$ cat src/rtl/wkpin_pkg.sv
// Shared definitions for the wakeup pin monitor.
// Holds the register map, the debounce code type and the code-to-length function.
package wkpin_pkg;

    localparam int ADDR_W  = 3;
    localparam int CNT_W   = 16;

    localparam logic [ADDR_W-1:0] A_EN_SET  = 3'd0;
    localparam logic [ADDR_W-1:0] A_EN_CLR  = 3'd1;
    localparam logic [ADDR_W-1:0] A_POL_SET = 3'd2;
    localparam logic [ADDR_W-1:0] A_POL_CLR = 3'd3;
    localparam logic [ADDR_W-1:0] A_DEB     = 3'd4;
    localparam logic [ADDR_W-1:0] A_CAUSE   = 3'd5;

    typedef enum logic [2:0] {
        DB_OFF   = 3'd0,
        DB_2     = 3'd1,
        DB_3     = 3'd2,
        DB_32    = 3'd3,
        DB_512   = 3'd4,
        DB_4096  = 3'd5,
        DB_32768 = 3'd6,
        DB_ALT   = 3'd7
    } deb_code_e;

    // Terminal count (N-1) for a debounce code.
    function automatic logic [CNT_W-1:0] deb_last(input deb_code_e code);
        case (code)
            DB_OFF:  deb_last = CNT_W'(0);
            DB_2:    deb_last = CNT_W'(1);
            DB_3:    deb_last = CNT_W'(2);
            DB_32:   deb_last = CNT_W'(31);
            DB_512:  deb_last = CNT_W'(511);
            DB_4096: deb_last = CNT_W'(4095);
            default: deb_last = CNT_W'(32767);
        endcase
    endfunction

endpackage

$ cat src/rtl/wkpin_regs.sv
// Configuration registers: enable and polarity masks with set/clear access,
// and the shared debounce code.
// Assumes: writes are accepted only when backup_i is low; NPINS >= 3.
module wkpin_regs
    import wkpin_pkg::*;
#(
    parameter int NPINS = 16
) (
    input  logic              clk,
    input  logic              rst_n,
    input  logic              backup_i,
    input  logic              wr_en,
    input  logic [ADDR_W-1:0] addr,
    input  logic [NPINS-1:0]  wdata,
    output logic [NPINS-1:0]  en_o,
    output logic [NPINS-1:0]  pol_o,
    output deb_code_e         deb_o
);

    logic wr_ok;
    assign wr_ok = wr_en && !backup_i;

    // Update the configuration on an accepted write.
    always_ff @(posedge clk) begin
        if (!rst_n) begin
            en_o  <= '0;
            pol_o <= '0;
            deb_o <= DB_OFF;
        end else if (wr_ok) begin
            case (addr)
                A_EN_SET:  en_o  <= en_o | wdata;
                A_EN_CLR:  en_o  <= en_o & ~wdata;
                A_POL_SET: pol_o <= pol_o | wdata;
                A_POL_CLR: pol_o <= pol_o & ~wdata;
                A_DEB:     deb_o <= deb_code_e'(wdata[2:0]);
                default:   ;
            endcase
        end
    end

endmodule

$ cat src/rtl/wkpin_sync.sv
// Multi-flop synchronizer for the asynchronous pin inputs.
// Assumes: each pin is a slow level signal; one bit per pin, no bus coherence.
module wkpin_sync #(
    parameter int NPINS  = 16,
    parameter int STAGES = 2
) (
    input  logic             clk,
    input  logic             rst_n,
    input  logic [NPINS-1:0] d_i,
    output logic [NPINS-1:0] q_o
);

    logic [NPINS-1:0] stage_q [STAGES];

    // First stage samples the raw pins.
    always_ff @(posedge clk) begin
        if (!rst_n) stage_q[0] <= '0;
        else        stage_q[0] <= d_i;
    end

    for (genvar s = 1; s < STAGES; s++) begin : g_stage
        // Each further stage re-samples the one before.
        always_ff @(posedge clk) begin
            if (!rst_n) stage_q[s] <= '0;
            else        stage_q[s] <= stage_q[s-1];
        end
    end

    assign q_o = stage_q[STAGES-1];

endmodule

$ cat src/rtl/wkpin_debounce.sv
// Per-pin debounce counters. A pin qualifies once it has been active for
// last_i+1 consecutive cycles, counting the current one.
// Assumes: last_i is stable while run_i is high; counters idle when run_i is low.
module wkpin_debounce
    import wkpin_pkg::*;
#(
    parameter int NPINS = 16
) (
    input  logic             clk,
    input  logic             rst_n,
    input  logic             run_i,
    input  logic [NPINS-1:0] act_i,
    input  logic [CNT_W-1:0] last_i,
    output logic [NPINS-1:0] qual_o
);

    localparam logic [CNT_W-1:0] CNT_SAT = CNT_W'(32767);

    for (genvar p = 0; p < NPINS; p++) begin : g_pin
        logic [CNT_W-1:0] cnt_q;

        // Count consecutive active cycles; restart on any inactive cycle.
        always_ff @(posedge clk) begin
            if (!rst_n || !run_i || !act_i[p]) cnt_q <= '0;
            else if (cnt_q != CNT_SAT)         cnt_q <= cnt_q + 1'b1;
        end

        assign qual_o[p] = act_i[p] && (cnt_q >= last_i);
    end

endmodule

$ cat src/rtl/wkpin_ctrl.sv
// Wakeup pin monitor top: synchronizes the pins, applies polarity and enable,
// debounces, and raises a wake request with a latched cause mask.
// Assumes: backup_i is synchronous to clk; no cause-clear writes while in backup.
module wkpin_ctrl
    import wkpin_pkg::*;
#(
    parameter int NPINS       = 16,
    parameter int SYNC_STAGES = 2
) (
    input  logic              clk,
    input  logic              rst_n,
    input  logic              backup_i,
    input  logic              bus_wr_en,
    input  logic [ADDR_W-1:0] bus_addr,
    input  logic [NPINS-1:0]  bus_wdata,
    output logic [NPINS-1:0]  bus_rdata,
    input  logic [NPINS-1:0]  pins_i,
    output logic              wake_req_o,
    output logic [NPINS-1:0]  cause_o
);

    logic [NPINS-1:0] en_q;
    logic [NPINS-1:0] pol_q;
    deb_code_e        deb_q;
    logic [NPINS-1:0] pins_s;
    logic [NPINS-1:0] active;
    logic [NPINS-1:0] qual;
    logic             bk_q;
    logic             entry;

    wkpin_regs #(.NPINS(NPINS)) u_regs (
        .clk(clk), .rst_n(rst_n), .backup_i(backup_i),
        .wr_en(bus_wr_en), .addr(bus_addr), .wdata(bus_wdata),
        .en_o(en_q), .pol_o(pol_q), .deb_o(deb_q)
    );

    wkpin_sync #(.NPINS(NPINS), .STAGES(SYNC_STAGES)) u_sync (
        .clk(clk), .rst_n(rst_n), .d_i(pins_i), .q_o(pins_s)
    );

    // A pin is active when enabled and at the level its polarity selects.
    assign active = en_q & ~(pins_s ^ pol_q);

    wkpin_debounce #(.NPINS(NPINS)) u_deb (
        .clk(clk), .rst_n(rst_n), .run_i(backup_i),
        .act_i(active), .last_i(deb_last(deb_q)), .qual_o(qual)
    );

    assign entry = backup_i && !bk_q;

    // Remember the previous backup state to detect entry.
    always_ff @(posedge clk) begin
        if (!rst_n) bk_q <= 1'b0;
        else        bk_q <= backup_i;
    end

    // Wake request: set on the first qualifying cycle, dropped on exit.
    always_ff @(posedge clk) begin
        if (!rst_n || !backup_i)                   wake_req_o <= 1'b0;
        else if (!entry && !wake_req_o && |qual)   wake_req_o <= 1'b1;
    end

    // Cause mask: cleared on entry or by write-one-to-clear, captured with the request.
    always_ff @(posedge clk) begin
        if (!rst_n || entry)
            cause_o <= '0;
        else if (backup_i && !wake_req_o && |qual)
            cause_o <= qual;
        else if (!backup_i && bus_wr_en && bus_addr == A_CAUSE)
            cause_o <= cause_o & ~bus_wdata;
    end

    // Read mux.
    always_comb begin
        case (bus_addr)
            A_EN_SET:  bus_rdata = en_q;
            A_POL_SET: bus_rdata = pol_q;
            A_DEB:     bus_rdata = NPINS'(deb_q);
            A_CAUSE:   bus_rdata = cause_o;
            default:   bus_rdata = '0;
        endcase
    end

endmodule

$ cat config.mk
export PLATFORM = sky130hd
export DESIGN_NAME = wkpin_ctrl
export DESIGN_NICKNAME = d
export VERILOG_FILES = /design/src/rtl/wkpin_pkg.sv /design/src/rtl/wkpin_regs.sv /design/src/rtl/wkpin_sync.sv /design/src/rtl/wkpin_debounce.sv /design/src/rtl/wkpin_ctrl.sv
export SDC_FILE = /design/constraint.sdc
export NUM_CORES = 1
export LEC_CHECK = 0
export ABC_AREA = 1
export BUFFER_PORTS_ARGS = -buffer_cell sky130_fd_sc_hd__buf_2
export CORE_ASPECT_RATIO = 1.4
export CORE_MARGIN = 4
export CORE_UTILIZATION = 60
export CTS_BUF_LIST = sky130_fd_sc_hd__clkbuf_8
export CTS_CLUSTER_DIAMETER = 40
export DETAILED_ROUTE_END_ITERATION = 7
export PLACE_DENSITY = 0.86
export SLEW_MARGIN = 20
export SYNTH_ARGS = -nofsm -noshare
export SYNTH_HDL_FRONTEND = slang
export SYNTH_HIERARCHICAL = 1
export SYNTH_SLANG_ARGS = --single-unit
$ cat constraint.sdc
create_clock -name clk -period 2.9 [get_ports clk]
set_input_delay 0.58 -clock clk [delete_from_list [all_inputs] [get_ports clk]]
set_output_delay 0.58 -clock clk [all_outputs]
set_load 0.1 [all_outputs]
==> results.tsv <==
metric	value	unit
setup_viol	5	
design.core.area	0.03971	mm2
drc	0	
rsz0062_at_grt	true	
critPathKind	reg2reg	
synth-edff-count	0	
placed_cell_area	0.02558	mm2
grt_util_all_layers	29.21	%
relSlewSlack	46.18	%
vdd_drop_max	0.0004169	V
dr.pass1.iters	6	
final-seq-area	0.006829	mm2
worstPathRequired	3.45	ns
hold_slack	0.1128	ns
io_buffer_count	71	
skew	0.03155	ns
crit_path_start_kind	flop	
detailed_place_hpwl	47510	um
cp_num_buf_inv	5	
cts_tree	built	
r2r-start	u_regs/deb_o[0]	
crit_path_start	u_regs/deb_o[0]	
gr-total-overflow	0	
design_area	0.02703	mm2
die_h	246.0	um
synth_area	0.02427	mm2
cp-end-kind	flop	
synthDistinctLibCells	48	
num_vias	24022	
post_drt_wl_per_cell	15.15	um
r2r-end	cause_o[13]	
area.growth.synth_to_final	11.41	%
synth.top_cell.area_share	28.13	%
critPathMaxStageDelay	0.33	ns
numCtsBuffers	56	
seq_area_frac_synth	28.13	%
antenna_found_initial	3	
maxCapViolations	0	
crit_end	cause_o[13]	
violations	negative setup slack	
ys_ff_latch	341	
yosys_most_used_dff	dfxtp_1	
p_leak	12.31	nW
die-area	0.04377	mm2
drive_above_1_share	13.62	%
drt-total-wl	65530	um
cp_common_cell	nand2_1	
h-tree-depth	2	
multiInputGateArea	0.01511	mm2
grt_pass1_wl	106600	um
setup_ws	-0.02414	ns
num_rows	86	
cts_root_buf	clkbuf_8	
syn_nets	3930	
layout_common_cells	nand2_1 (1004), inv_1 (532), dfxtp_1 (339), nor2_1 (318), ha_1 (267)	
worst_slew_pin_slew	0.8065	ns
slowest_stage	dfxtp_2	
critPathArrivalTime	3.47	ns
fin_crit_sh	100.8	%
ioPinCount	72	
start_util	61.11	%
r2r_slack	-0.02	ns
viasPerCell	5.553	
crit_family	simple AND/OR/NAND/NOR gates	
grt_max_degree	58	
gp_congestion	0.9606	
crit_fanout	8	
ant_nets	0	
grt_pass1_vias	22824	
clkTransAtPathRegs	0.07	ns
post-route-util	68.08	%
ctsHoldBuffers	0	
cts_buffer_depth	3	
insertion_delay	0.64	ns
avgSynthCellArea	6.705	um2
die_w	178.0	um
rr_worst_depth	18	
pre_cts_ws	-0.05781	ns
cts_sinks	341	
power.density	368.2	mW/mm2
finalHoldViolations	0	
yosysWarnings	6	
crit_chain	inv_1 -> buf_4 -> a21oi_4 -> inv_2 -> clkbuf_16 -> ha_1 -> nand2_1 -> nor3_1 -> nand3_1 -> a21oi_2 -> nor2_1 -> nand2_1 -> nor2_4 -> nand2_4 -> buf_6 -> nand3_1 -> nand2_1 -> nor2_1	
synth_cells	3619	
yosysTopAreaCell	dfxtp_1	
report.final.slew_viol_count	0	
finalCriticalPeriod	2.924	ns
fmax	342.0	MHz
min_path_type	in2reg	
nets	4065	
synthArstFlopShare	0	%
layout_commonest_cell	nand2_1	
n_fill_cell	3241	
worstSetupPathDepth	18	
synth_area_leaders	dfxtp_1 (28%), nand2_1 (16%), ha_1 (14%)	
drt_iter0_drc	1723	
status	finished with violations	
-- synthesized netlist by cell type (9+ instances only) --
cell type  count
nand2_1     1007
inv_1        531
dfxtp_1      341
nor2_1       323
ha_1         272
nand3_1      239
a21oi_1      182
a31oi_1       98
o21ai_0       88
or2_2         80
nand4_1       61
nor3_1        55
nand3_2       38
nor2_2        38
o21bai_1      32
nand2_2       30
buf_6         23
inv_2         23
nor2_4        21
nand3b_1      16
a21o_1        15
o211ai_1      13
xnor2_1       11
buf_2         10
clkinv_1       9
clkinv_2       9
-- cell type report --
type | instances | share of cell area (%)
Clock inverter | 30 | 0.7729
Clock buffer | 69 | 3.513
Sequential cell | 341 | 25.26
Multi-Input combinational cell | 2664 | 55.88
Tap cell | 528 | 2.444
Inverter | 573 | 8.049
Antenna cell | 3 | 0.02777
Timing Repair Buffer | 118 | 4.054
-- where the power goes --
group          switching [mW]  internal (mW)
registers              0.0347           4.73
logic                   0.542          0.240
clock network            2.07           2.34
-- routing by layer --
| layer | wire (um) | global-route usage, % |
|---|---|---|
| met5 | 0 | 0 |
| met4 | 3752 | 15.59 |
| met3 | 5022 | 5.091 |
| met2 | 30830 | 50.21 |
| met1 | 25920 | 34.43 |
-- worst min-delay path, cell delays in order --
cell and delay [ns]:
buf_2 0.07, nand2_1 0.04, inv_1 0.04
-- logic make-up after synthesis --
logic type / count (synthesis) / synth area share, %
AO/OA/AOI/OAI: 436 / 10.27
XOR/XNOR: 16 / 0.5775
adder cells (fa/ha/maj): 272 / 14.02
buffers and inverters: 615 / 10.46
flip-flops: 341 / 28.13
other: 1 / 0.01545
AND/OR/NAND/NOR: 1938 / 36.52
-- metrics by stage --
stage,setup TNS (ns),power (mW),instances
finish,-0.08715,9.953,4326
global route,-3.096,10.33,4326
CTS,0,9.989,4316
detailed placement,-0.5397,5.606,4217
global placement,-0.3441,5.591,4217
floorplan,0,5.390,3619
-- repair_timing --
item | 4_1_cts | 5_1_grt
pin swaps | 0 | 21
endpoints found under the hold margin | 0 | 0
buffers inserted | 0 | 5
gates cloned | 0 | 2
endpoints found under the setup margin | 17 | 17
gates resized for setup | 10 | 45
-- worst min-delay path by stage --
stage	slack, ns	cells past startpoint	end	from
detailed placement	0.40	2	u_sync/stage_q[1][1]	u_sync/stage_q[0][1]
finish	0.11	3	u_sync/stage_q[0][0]	pins_i[0]
global route	0.11	3	u_sync/stage_q[0][3]	pins_i[3]
CTS	0.09	3	u_sync/stage_q[0][0]	pins_i[0]
global placement	0.39	2	u_sync/stage_q[1][15]	u_sync/stage_q[0][15]
floorplan	0.39	2	u_sync/stage_q[1][14]	u_sync/stage_q[0][14]
-- registers in the layout, summed over array words and instances (netlist names), named ones only --
register,cells
bk_q,1
cause_o,16
u_sync/stage_q,32
wake_req_o,1
u_deb/g_pin.cnt_q,256
u_regs/deb_o,3
No activity file was read; power rests on OpenSTA's default activity.
